**config.mk**
```make
export PLATFORM = sky130hd
export DESIGN_NAME = ring_irq_unit
export DESIGN_NICKNAME = d
export VERILOG_FILES = /design/src/rtl/ring_irq_pkg.sv /design/src/rtl/ring_thr_status.sv /design/src/rtl/ring_oneshot.sv /design/src/rtl/ring_irq_flag.sv /design/src/rtl/ring_irq_unit.sv
export SDC_FILE = /design/constraint.sdc
export NUM_CORES = 1
export LEC_CHECK = 0
export ABC_AREA = 0
export BUFFER_PORTS_ARGS = -buffer_cell sky130_fd_sc_hd__buf_2
export CAP_MARGIN = 30
export CORE_ASPECT_RATIO = 0.8
export CORE_MARGIN = 2
export CORE_UTILIZATION = 30
export DETAILED_ROUTE_END_ITERATION = 10
export MAX_ROUTING_LAYER = met4
export PLACE_DENSITY = 0.52
export SLEW_MARGIN = 20
export SYNTH_ARGS = -nofsm -noshare
export SYNTH_HDL_FRONTEND = slang
export SYNTH_HIERARCHICAL = 1
export SYNTH_SLANG_ARGS = --single-unit
```
**constraint.sdc**
```tcl
create_clock -name clk -period 5.2 [get_ports clk]
set_clock_uncertainty 0.05 [all_clocks]
set_input_delay 0.26 -clock clk [delete_from_list [all_inputs] [get_ports clk]]
set_output_delay 0.26 -clock clk [all_outputs]
set_load 0.005 [all_outputs]
```
**src/rtl/ring_irq_pkg.sv**
```systemverilog
package ring_irq_pkg;

   typedef struct packed {
      logic pos;
      logic neg;
   } thr_pair_t;

   function automatic logic ring_trigger(thr_pair_t d, logic fw);
      return d.pos | (fw & d.neg);
   endfunction

endpackage

```
**src/rtl/ring_thr_status.sv**
```systemverilog
module ring_thr_status
   import ring_irq_pkg::*;
#(
   parameter bit REG_STATUS = 1'b1
)(
   input  logic      clk,
   input  logic      rst_n,
   input  thr_pair_t det,
   output thr_pair_t stat
);

   generate
      if (REG_STATUS) begin : g_reg
         thr_pair_t stat_q;
         always_ff @(posedge clk or negedge rst_n) begin
            if (!rst_n) stat_q <= '0;
            else        stat_q <= det;
         end
         assign stat = stat_q;
      end else begin : g_pass
         assign stat = det;
      end
   endgenerate

endmodule

```
**src/rtl/ring_oneshot.sv**
```systemverilog
module ring_oneshot #(
   parameter int HOLD_TICKS = 5000,
   localparam int CNT_W = $clog2(HOLD_TICKS + 1)
)(
   input  logic clk,
   input  logic rst_n,
   input  logic tick,
   input  logic trig,
   input  logic kill,
   output logic live_nxt
);

   logic [CNT_W-1:0] cnt_q;
   logic [CNT_W-1:0] cnt_d;

   always_comb begin
      cnt_d = cnt_q;
      if (kill)
         cnt_d = '0;
      else if (trig)
         cnt_d = CNT_W'(HOLD_TICKS);
      else if (tick && (cnt_q != '0))
         cnt_d = cnt_q - CNT_W'(1);
   end

   always_ff @(posedge clk or negedge rst_n) begin
      if (!rst_n) cnt_q <= '0;
      else        cnt_q <= cnt_d;
   end

   assign live_nxt = (cnt_d != '0);

endmodule

```
**src/rtl/ring_irq_flag.sv**
```systemverilog
module ring_irq_flag (
   input  logic clk,
   input  logic rst_n,
   input  logic src_nxt,
   input  logic kill,
   input  logic edge_both,
   input  logic clr,
   input  logic mask,
   output logic ring_q,
   output logic flag_q,
   output logic pin
);

   logic ring_d;
   logic rise;
   logic fall;
   logic flag_d;

   assign ring_d = src_nxt & ~kill;
   assign rise   = ring_d & ~ring_q;
   assign fall   = ~ring_d & ring_q;

   always_comb begin
      flag_d = flag_q;
      if (rise || (edge_both && fall))
         flag_d = 1'b1;
      else if (clr)
         flag_d = 1'b0;
   end

   always_ff @(posedge clk or negedge rst_n) begin
      if (!rst_n) begin
         ring_q <= 1'b0;
         flag_q <= 1'b0;
      end else begin
         ring_q <= ring_d;
         flag_q <= flag_d;
      end
   end

   assign pin = flag_q & mask;

endmodule

```
**src/rtl/ring_irq_unit.sv**
```systemverilog
module ring_irq_unit
   import ring_irq_pkg::*;
#(
   parameter int HOLD_TICKS = 5000,
   parameter bit REG_STATUS = 1'b1
)(
   input  logic clk,
   input  logic rst_n,
   input  logic tick_1ms,
   input  logic pos_det,
   input  logic neg_det,
   input  logic full_wave,
   input  logic off_hook,
   input  logic irq_mask,
   input  logic edge_both,
   input  logic val_en,
   input  logic val_ring,
   input  logic flag_clr,
   output logic pos_stat,
   output logic neg_stat,
   output logic ring_det,
   output logic irq_flag,
   output logic irq_pin
);

   initial begin
      if (HOLD_TICKS < 1) $error("HOLD_TICKS must be at least 1");
   end

   thr_pair_t det;
   thr_pair_t stat;
   logic      trig;
   logic      shot_nxt;
   logic      src_nxt;

   assign det.pos = pos_det;
   assign det.neg = neg_det;
   assign trig    = ring_trigger(det, full_wave);

   ring_thr_status #(.REG_STATUS(REG_STATUS)) u_stat (
      .clk  (clk),
      .rst_n(rst_n),
      .det  (det),
      .stat (stat)
   );

   ring_oneshot #(.HOLD_TICKS(HOLD_TICKS)) u_shot (
      .clk     (clk),
      .rst_n   (rst_n),
      .tick    (tick_1ms),
      .trig    (trig),
      .kill    (off_hook),
      .live_nxt(shot_nxt)
   );

   assign src_nxt = val_en ? val_ring : shot_nxt;

   ring_irq_flag u_flag (
      .clk      (clk),
      .rst_n    (rst_n),
      .src_nxt  (src_nxt),
      .kill     (off_hook),
      .edge_both(edge_both),
      .clr      (flag_clr),
      .mask     (irq_mask),
      .ring_q   (ring_det),
      .flag_q   (irq_flag),
      .pin      (irq_pin)
   );

   assign pos_stat = stat.pos;
   assign neg_stat = stat.neg;

endmodule

```
==> impl_metrics.yaml, run 1 <==
outcome:
  outcome: "completed"
route:
  drt-total-wl_mm: 2.20
  ant_nets: 0
  top_layer_used: "met4"
  wl_met2_um: 942
  wl_met3_um: 136
  vias: 860
  first_pass_iters: 4
  wl_met1_mm: 1.10
  post_drt_wl_per_cell_um: 13.4
  avgViaCountPerCell: 5.24
  post-route-drc-count: 0
  drtIter0Drc: 37
setup_path:
  cp_max_fo: 8
  critPathMaxStageDelay_ns: 0.56
  startpoint_type: "register"
  required_ns: 5.31
  reg2reg_to: "u_flag/flag_q$_DFFE_PN0P_"
  cp_top_family: "simple AND/OR/NAND/NOR gates"
  r2r_slack_ns: 1.99
  crit_path_cell_trace: "inv_1 > ha_1 > or4bb_1 > or3_1 > or4_1 > a21oi_2 > nor3_1 > nand4bb_1 > mux2_4 > or3b_1 > o221ai_1"
  setup.worst_path.start: "u_shot/cnt_q[0]$_DFF_PN0_"
  cp.arrival_ns: 3.32
  slowest_stage: "or4bb_1"
  reg2regPathDepth: 11
  cp-end-kind: "register"
  critical_path_class: "register to register"
  timing.rr.start: "u_shot/cnt_q[0]$_DFF_PN0_"
  critPathBufInv: 1
synth:
  ys.flop_type: "dfrtp_1"
  synthesis.nets: 122
  synthCells: 109
  seq_area_frac_synth: 0.426
  synth_edf_count: 0
  ys_ff_latch: 17
  syn_area_um2: 998
  synth.distinct_cells: 37
  ys_warn_count: 6
  synth.avg_cell_area_um2: 9.16
  async_flop_share: 1.00
finish:
  syn2layout_area_growth_pct: 15.4
  drive_gt1_frac: 0.185
  final_cell_mix: "dfrtp_1, buf_2, nor2_1"
  nets: 138
  nFillCells: 324
  final_common_cell: "dfrtp_1"
  fin_cells: 164
  antennaDiodeCount: 0
clock_network:
  cts_buffers: 3
  cts_setup_buffers: 0
  clock-sinks: 17
  cts_tree: "built"
  htree_levels: 1
  root_buffer: "clkbuf_8"
  clk_pin_slew_ns: 0.07
  clock_path_buffers: 2
  clock_latency_ns: 0.25
place:
  placed_cells: 159
  place_ws_ns: 2.00
  dp_hpwl_mm: 1.65
  io_buffer_count: 16
  gp_congestion: 0.748
min_path:
  whs_endpoint: "u_stat/stat[1]$_DFF_PN0_"
  holdCritStartpoint: "pos_det"
  hold_depth: 1
  hold_class: "input pin to register"
timing:
  drv_slew: 0
  fin_crit_ns: 3.21
  clock.fmax_mhz: 312
  worstMarginPinSlew_ns: 0.534
  finalWorstSetupSlack_ns: 1.99
  fin_hold_ws_ns: 0.0753
  slew-limit-headroom: 0.639
  finalCritPeriodShare: 0.617
  final_hold_viol_count: 0
  fin_setup_tns_ns: 0
  setup_violations: 0
  rsz0062_at_grt: "no"
floorplanning:
  die-area_um2: 3810
  die_height_um: 55.6
  core_area_um2: 3130
  die_w_um: 68.5
  ios: 17
  row_count: 18
  start_util: 0.319
global_route:
  grt-ovfl-total: 0
  grtUsageTotal: 0.134
  grt_pass1_vias: 823
  grt_first_pass_wirelength_mm: 3.73
  grt_start_max_net_pins: 18
  antenna_found_initial: 0
job:
  drv_cap: 0
power:
  p_total_w: 0.000314
  power.density_nw_per_um2: 272
  p_leak_nw: 0.498
  irDropWorstVdd_mv: 0.152
[state kept, by name (all words and copies together) (netlist names)]
register       count
u_flag/flag_q      1
u_flag/ring_q      1
u_shot/cnt_q      13
u_stat/stat        2
[synthesized netlist by cell type (4+ instances only)]
master,number,share of area
nand3_1,4,0.020
dfrtp_1,17,0.43
a211oi_1,5,0.038
inv_1,6,0.023
and2_1,4,0.025
nor3_1,7,0.035
nor2_1,15,0.056
[worst max-delay path by stage]
stage / endpoint / slack [ns] / cells past startpoint
2_1_floorplan: u_flag/flag_q$_DFFE_PN0P_ / 2.18 / 12
3_3_place_gp: u_flag/flag_q$_DFFE_PN0P_ / 2.11 / 11
3_5_place_dp: u_flag/flag_q$_DFFE_PN0P_ / 2.00 / 11
4_1_cts: u_flag/flag_q$_DFFE_PN0P_ / 2.00 / 11
5_1_grt: u_flag/flag_q$_DFFE_PN0P_ / 1.78 / 11
6_report: u_flag/flag_q$_DFFE_PN0P_ / 1.99 / 11
[per-layer routing]
metal	GRT usage	vias to the layer above
li1	-	426
met1	0.186	408
met2	0.183	24
met3	0.0445	2
met4	0.0400	0
met5	-	-
[worst reg2reg max path: stages (launching register included)]
cell       delay [ns]
dfrtp_1          0.44
inv_1            0.09
ha_1             0.19
or4bb_1          0.56
or3_1            0.41
or4_1            0.50
a21oi_2          0.16
nor3_1           0.07
nand4bb_1        0.11
mux2_4           0.14
or3b_1           0.33
o221ai_1         0.08
[what timing repair did]
item | 4_1_cts | 5_1_grt
endpoints found under the hold margin | 17 | 0
hold buffers | 1 | 0
resized for setup | 0 | 0
[layout make-up]
cell class | instances | area, µm² | area share
Clock buffer | 3 | 41.3 | 0.0358
Clock inverter | 1 | 5.00 | 0.00434
Inverter | 6 | 22.5 | 0.0195
Multi-Input combinational cell | 80 | 518 | 0.450
Sequential cell | 17 | 425 | 0.369
Tap cell | 40 | 50.0 | 0.0434
Timing Repair Buffer | 17 | 90.1 | 0.0782
[report_power, final]
part	switching [W]	internal [W]	total (W)
logic	0.0000368	0.0000282	0.0000651
clock network	0.0000462	0.0000532	0.0000993
registers	0.00000916	0.000140	0.000149
total	0.0000922	0.000222	0.000314
[cells by family after synthesis]
| group | after synthesis | share of synthesized area |
|---|---|---|
| simple gates | 51 | 0.283 |
| compound gates | 20 | 0.144 |
| flops | 17 | 0.426 |
| buf+inv | 12 | 0.0551 |
| xor+xnor | 5 | 0.0439 |
| mux | 3 | 0.0351 |
| fa+ha+maj | 1 | 0.0125 |
[through the flow]
step / util / instance area, µm²
floorplan: - / 998
global placement: 0.350 / 1100
detailed placement: 0.350 / 1100
CTS: 0.368 / 1150
global route: 0.368 / 1150
finish: 0.368 / 1150
Power figures use the tool's default switching activity.
==> run 2, diff against run 1 <==
- PLACE_DENSITY: 0.52 -> 0.54
- clock period: 5.2 -> 2.6 ns (I/O delays scaled with it)
==> impl_metrics.yaml, run 2 (synthesized netlist as in run 1, its figures left out) <==
timing:
  final_hold_viol_count: 0
  finalWorstSetupSlack_ns: -0.340
  rsz0062_at_grt: "yes"
  drv_slew: 0
  fin_setup_tns_ns: -0.420
  setup_violations: 2
  slew-limit-headroom: 0.744
  clock.fmax_mhz: 340
  finalCritPeriodShare: 1.13
  fin_crit_ns: 2.94
  worstMarginPinSlew_ns: 0.384
route:
  vias: 933
  drt-total-wl_mm: 2.47
  ant_nets: 0
  first_pass_iters: 4
  post-route-drc-count: 0
  drtIter0Drc: 62
  post_drt_wl_per_cell_um: 13.2
  avgViaCountPerCell: 4.96
place:
  gp_congestion: 0.811
  dp_hpwl_mm: 1.79
  place_ws_ns: -0.366
  io_buffer_count: 16
  postPlaceCellArea_um2: 1230
power:
  seq_power_share: 0.430
  switching_share: 0.294
  p_leak_nw: 0.629
  clkPwrFrac: 0.300
  power.density_nw_per_um2: 495
  power_frac_comb: 0.270
  irDropWorstVdd_mv: 0.358
  p_total_w: 0.000680
  p_sw_w: 0.000200
  internal_power_w: 0.000480
setup_path:
  startpoint_type: "register"
  cp_max_fo: 2
  cp-end-kind: "register"
  timing.rr.start: "u_shot/cnt_q[1]$_DFF_PN0_"
  cp.arrival_ns: 3.07
  required_ns: 2.73
  critical_path_class: "register to register"
  setup.worst_path.start: "u_shot/cnt_q[1]$_DFF_PN0_"
finish:
  syn2layout_area_growth_pct: 37.6
  final_cell_area_um2: 1370
  top_register: "u_shot/cnt_q"
  nets: 162
  antennaDiodeCount: 0
  largest_register_ffs: 13
  final_cell_mix: "buf_4, dfrtp_1, buf_2"
  drive_gt1_frac: 0.365
  final_common_cell: "buf_4"
floorplanning:
  die-area_um2: 3810
  start_util: 0.319
  die_height_um: 55.6
  core_area_um2: 3130
  row_count: 18
  ios: 17
  die_w_um: 68.5
global_route:
  grt_start_max_net_pins: 18
  grt-ovfl-total: 0
  antenna_found_initial: 0
  grtUsageTotal: 0.145
  grt_pass1_vias: 851
  grt_first_pass_wirelength_mm: 3.95
outcome:
  outcome: "finished with violations"
  violations: "negative setup slack"
clock_network:
  clock_latency_ns: 0.26
  clk_pin_slew_ns: 0.07
  htree_levels: 1
  cts_buffers: 3
  clock_path_buffers: 2
  root_buffer: "clkbuf_8"
  cts_tree: "built"
  clock-sinks: 17
min_path:
  holdCritStartpoint: "flag_clr"
  hold_class: "input pin to register"
job:
  drv_cap: 0
-- run 2: changes by cell type in the layout (fill, tap and decap cells not counted), moves of 2 or more --
cell	change
dlygate4sd3_1	+2
nor2b_1	-2
nor2b_2	+2
buf_4	+22
-- run 2: worst paths after layout --
path | slack (ns) | to | depth (start not counted)
setup / recovery | -0.34 | u_flag/flag_q$_DFFE_PN0P_ | 11
hold / removal | 0.03 | u_flag/flag_q$_DFFE_PN0P_ | 2
setup reg to reg | -0.34 | u_flag/flag_q$_DFFE_PN0P_ | 11
hold reg to reg | 0.55 | u_flag/flag_q$_DFFE_PN0P_ | 2
max in group asynchronous | 1.95 | u_shot/cnt_q[2]$_DFF_PN0_ | 2
min in group asynchronous | 0.27 | u_shot/cnt_q[6]$_DFF_PN0_ | 2
-- run 2: stage by stage --
stage	std cells	hold slack, ns	util
global route	188	0.0327	0.439
CTS	185	0.0722	0.420
finish	188	0.0342	0.439
floorplan	109	-0.216	-
detailed placement	177	0.0322	0.393
global placement	177	0.0229	0.393
-- run 2: power by group through the flow --
stage	clock network, W	registers (W)	logic [W]
6_report	0.000204	0.000292	0.000184
5_1_grt	0.000228	0.000294	0.000206
4_1_cts	0.000213	0.000291	0.000171
3_5_place_dp	0	0.000296	0.000167
3_3_place_gp	0	0.000296	0.000166
2_1_floorplan	0	0.000298	0.0000939
-- run 2: critical path, cell delays in order, from the launching register on --
cell	delay (ns)
dfrtp_1	0.38
inv_1	0.06
ha_2	0.16
or4bb_1	0.42
or3_4	0.35
or4_4	0.49
a21oi_2	0.17
nor3_1	0.07
nand4bb_1	0.12
mux2_4	0.15
or3b_4	0.37
o221ai_2	0.06
-- run 2: layout make-up --
type | count | area (µm²)
Multi-Input combinational cell | 80 | 554
Fill cell | 316 | 1760
Clock buffer | 3 | 41.3
Inverter | 6 | 22.5
Tap cell | 40 | 50.0
Timing Repair Buffer | 41 | 275
Clock inverter | 1 | 5.00
Sequential cell | 17 | 425
-- run 2: routing by layer --
| metal | track usage | routed length [µm] |
|---|---|---|
| met5 | - | 0 |
| met4 | 0.0686 | 31 |
| met3 | 0.0425 | 144 |
| met2 | 0.198 | 1130 |
| met1 | 0.196 | 1170 |
-- run 2: timing repair --
| action | in CTS | in global routing |
|---|---|---|
| setup endpoints to repair | 2 | 2 |
| resized for setup | 0 | 9 |
| hold buffers | 3 | 0 |
| buffers inserted | 1 | 3 |
| pin swaps | 1 | 3 |
| endpoints found under the hold margin | 19 | 0 |
==> run 3, diff against run 2 <==
- BUFFER_PORTS_ARGS: -buffer_cell sky130_fd_sc_hd__buf_2 -> -buffer_cell sky130_fd_sc_hd__buf_4
==> impl_metrics.yaml, run 3 (synthesized netlist as in run 1, its figures left out) <==
timing:
  clock.fmax_mhz: 342
  fin_crit_ns: 2.93
  worstMarginPinSlew_ns: 0.376
  final_hold_viol_count: 0
  rsz0062_at_grt: "yes"
  finalWorstSetupSlack_ns: -0.327
  setup_violations: 2
  slew-limit-headroom: 0.747
  finalCritPeriodShare: 1.13
  drv_slew: 0
setup_path:
  crit_path_cell_trace: "inv_1 > ha_2 > or4bb_1 > or3_4 > or4_4 > a21oi_4 > nor3_1 > nand4bb_1 > mux2_4 > or3b_1 > o221ai_2"
  cp-end-kind: "register"
  critPathBufInv: 1
  critical_path_class: "register to register"
  cp.arrival_ns: 3.05
  cp_top_family: "simple AND/OR/NAND/NOR gates"
  cp_max_fo: 2
  slowest_stage: "or4_4"
  critPathMaxStageDelay_ns: 0.50
  required_ns: 2.72
  startpoint_type: "register"
floorplanning:
  die-area_um2: 3810
  die_w_um: 68.5
  die_height_um: 55.6
  ios: 17
  start_util: 0.319
  core_area_um2: 3130
  row_count: 18
route:
  drtIter0Drc: 25
  ant_nets: 0
  vias: 940
  avgViaCountPerCell: 4.90
  post-route-drc-count: 0
  drt-total-wl_mm: 2.43
  first_pass_iters: 4
  post_drt_wl_per_cell_um: 12.7
finish:
  top_register: "u_shot/cnt_q"
  final_cell_mix: "buf_4, dfrtp_1, nor2_1"
  drive_gt1_frac: 0.382
  final_cell_area_um2: 1450
  nets: 166
  final_core_util: 0.464
  antennaDiodeCount: 0
  final_common_cell: "buf_4"
  syn2layout_area_growth_pct: 45.6
  largest_register_ffs: 13
power:
  irDropWorstVdd_mv: 0.217
  p_leak_nw: 0.662
  p_total_w: 0.000694
  power.density_nw_per_um2: 477
clock_network:
  htree_levels: 1
  root_buffer: "clkbuf_8"
  clock_latency_ns: 0.25
  clock-sinks: 17
  cts_tree: "built"
  clk_pin_slew_ns: 0.07
  clock_path_buffers: 2
  cts_buffers: 3
place:
  dp_hpwl_mm: 1.80
  place_ws_ns: -0.308
  io_buffer_count: 16
  gp_congestion: 0.821
  postPlaceCellArea_um2: 1310
global_route:
  grt_first_pass_wirelength_mm: 4.08
  grt-ovfl-total: 0
  grt_start_max_net_pins: 18
  grtUsageTotal: 0.146
  antenna_found_initial: 0
  grt_pass1_vias: 908
outcome:
  violations: "negative setup slack"
  outcome: "finished with violations"
min_path:
  hold_class: "input pin to register"
job:
  drv_cap: 0
==> run 3: changes by cell type in the layout (fill, tap and decap cells not counted), sizes merged <==
cell  delta
buf      +4
==> run 3: worst paths after layout <==
| check | from | slack [ns] | endpoint | cells past startpoint |
|---|---|---|---|---|
| setup reg to reg | u_shot/cnt_q[0]$_DFF_PN0_ | -0.33 | u_flag/flag_q$_DFFE_PN0P_ | 11 |
| min in group asynchronous | rst_n | 0.22 | u_shot/cnt_q[6]$_DFF_PN0_ | 2 |
| hold reg to reg | u_shot/cnt_q[12]$_DFF_PN0_ | 0.55 | u_shot/cnt_q[12]$_DFF_PN0_ | 2 |
| max in group asynchronous | rst_n | 2.09 | u_stat/stat[1]$_DFF_PN0_ | 2 |
| setup / recovery | u_shot/cnt_q[0]$_DFF_PN0_ | -0.33 | u_flag/flag_q$_DFFE_PN0P_ | 11 |
| hold / removal | flag_clr | 0.04 | u_flag/flag_q$_DFFE_PN0P_ | 2 |
==> run 3: worst reg2reg max path, cell delays in order, from the launching register on <==
cell	delay [ns]
dfrtp_1	0.37
inv_1	0.06
ha_2	0.16
or4bb_1	0.42
or3_4	0.34
or4_4	0.50
a21oi_4	0.16
nor3_1	0.07
nand4bb_1	0.12
mux2_4	0.15
or3b_1	0.36
o221ai_2	0.07
==> run 3: routing by layer <==
layer / routed length (µm) / GRT usage / vias up / share of wire
li1: - / - / 478 / -
met1: 1150 / 0.197 / 439 / 0.47
met2: 1130 / 0.207 / 21 / 0.46
met3: 129 / 0.0486 / 2 / 0.053
met4: 24 / 0.0429 / 0 / 0.0099
met5: 0 / - / - / 0
==> run 3: layout make-up <==
type / count / area [µm²]
Clock inverter: 1 / 5.00
Fill cell: 295 / 1680
Timing Repair Buffer: 45 / 345
Multi-Input combinational cell: 80 / 564
Clock buffer: 3 / 41.3
Sequential cell: 17 / 425
Tap cell: 40 / 50.0
Inverter: 6 / 22.5
==> run 3: metrics by stage <==
stage          TNS, ns  hold WS, ns  std cells
6_report        -0.390       0.0390        192
5_1_grt         -0.582       0.0356        192
4_1_cts         -0.293       0.0498        190
3_5_place_dp    -0.370      -0.0404        182
3_3_place_gp    -0.255      -0.0412        182
2_1_floorplan   -0.539       -0.216        109
==> run 3: report_power, final <==
part	leakage (nW)	switching, W	internal (W)	total, W
logic	0.417	0.0000964	0.000109	0.000206
clock network	0.0255	0.0000914	0.000106	0.000198
registers	0.219	0.0000100	0.000280	0.000290
==> run 3: repair_timing <==
action | in CTS | in global routing
endpoints found under the hold margin | 19 | 0
hold buffers | 3 | 0
endpoints found under the setup margin | 2 | 2
pin swaps | 2 | 1
buffers inserted | 1 | 2
resized for setup | 0 | 10
gates cloned | 0 | 0
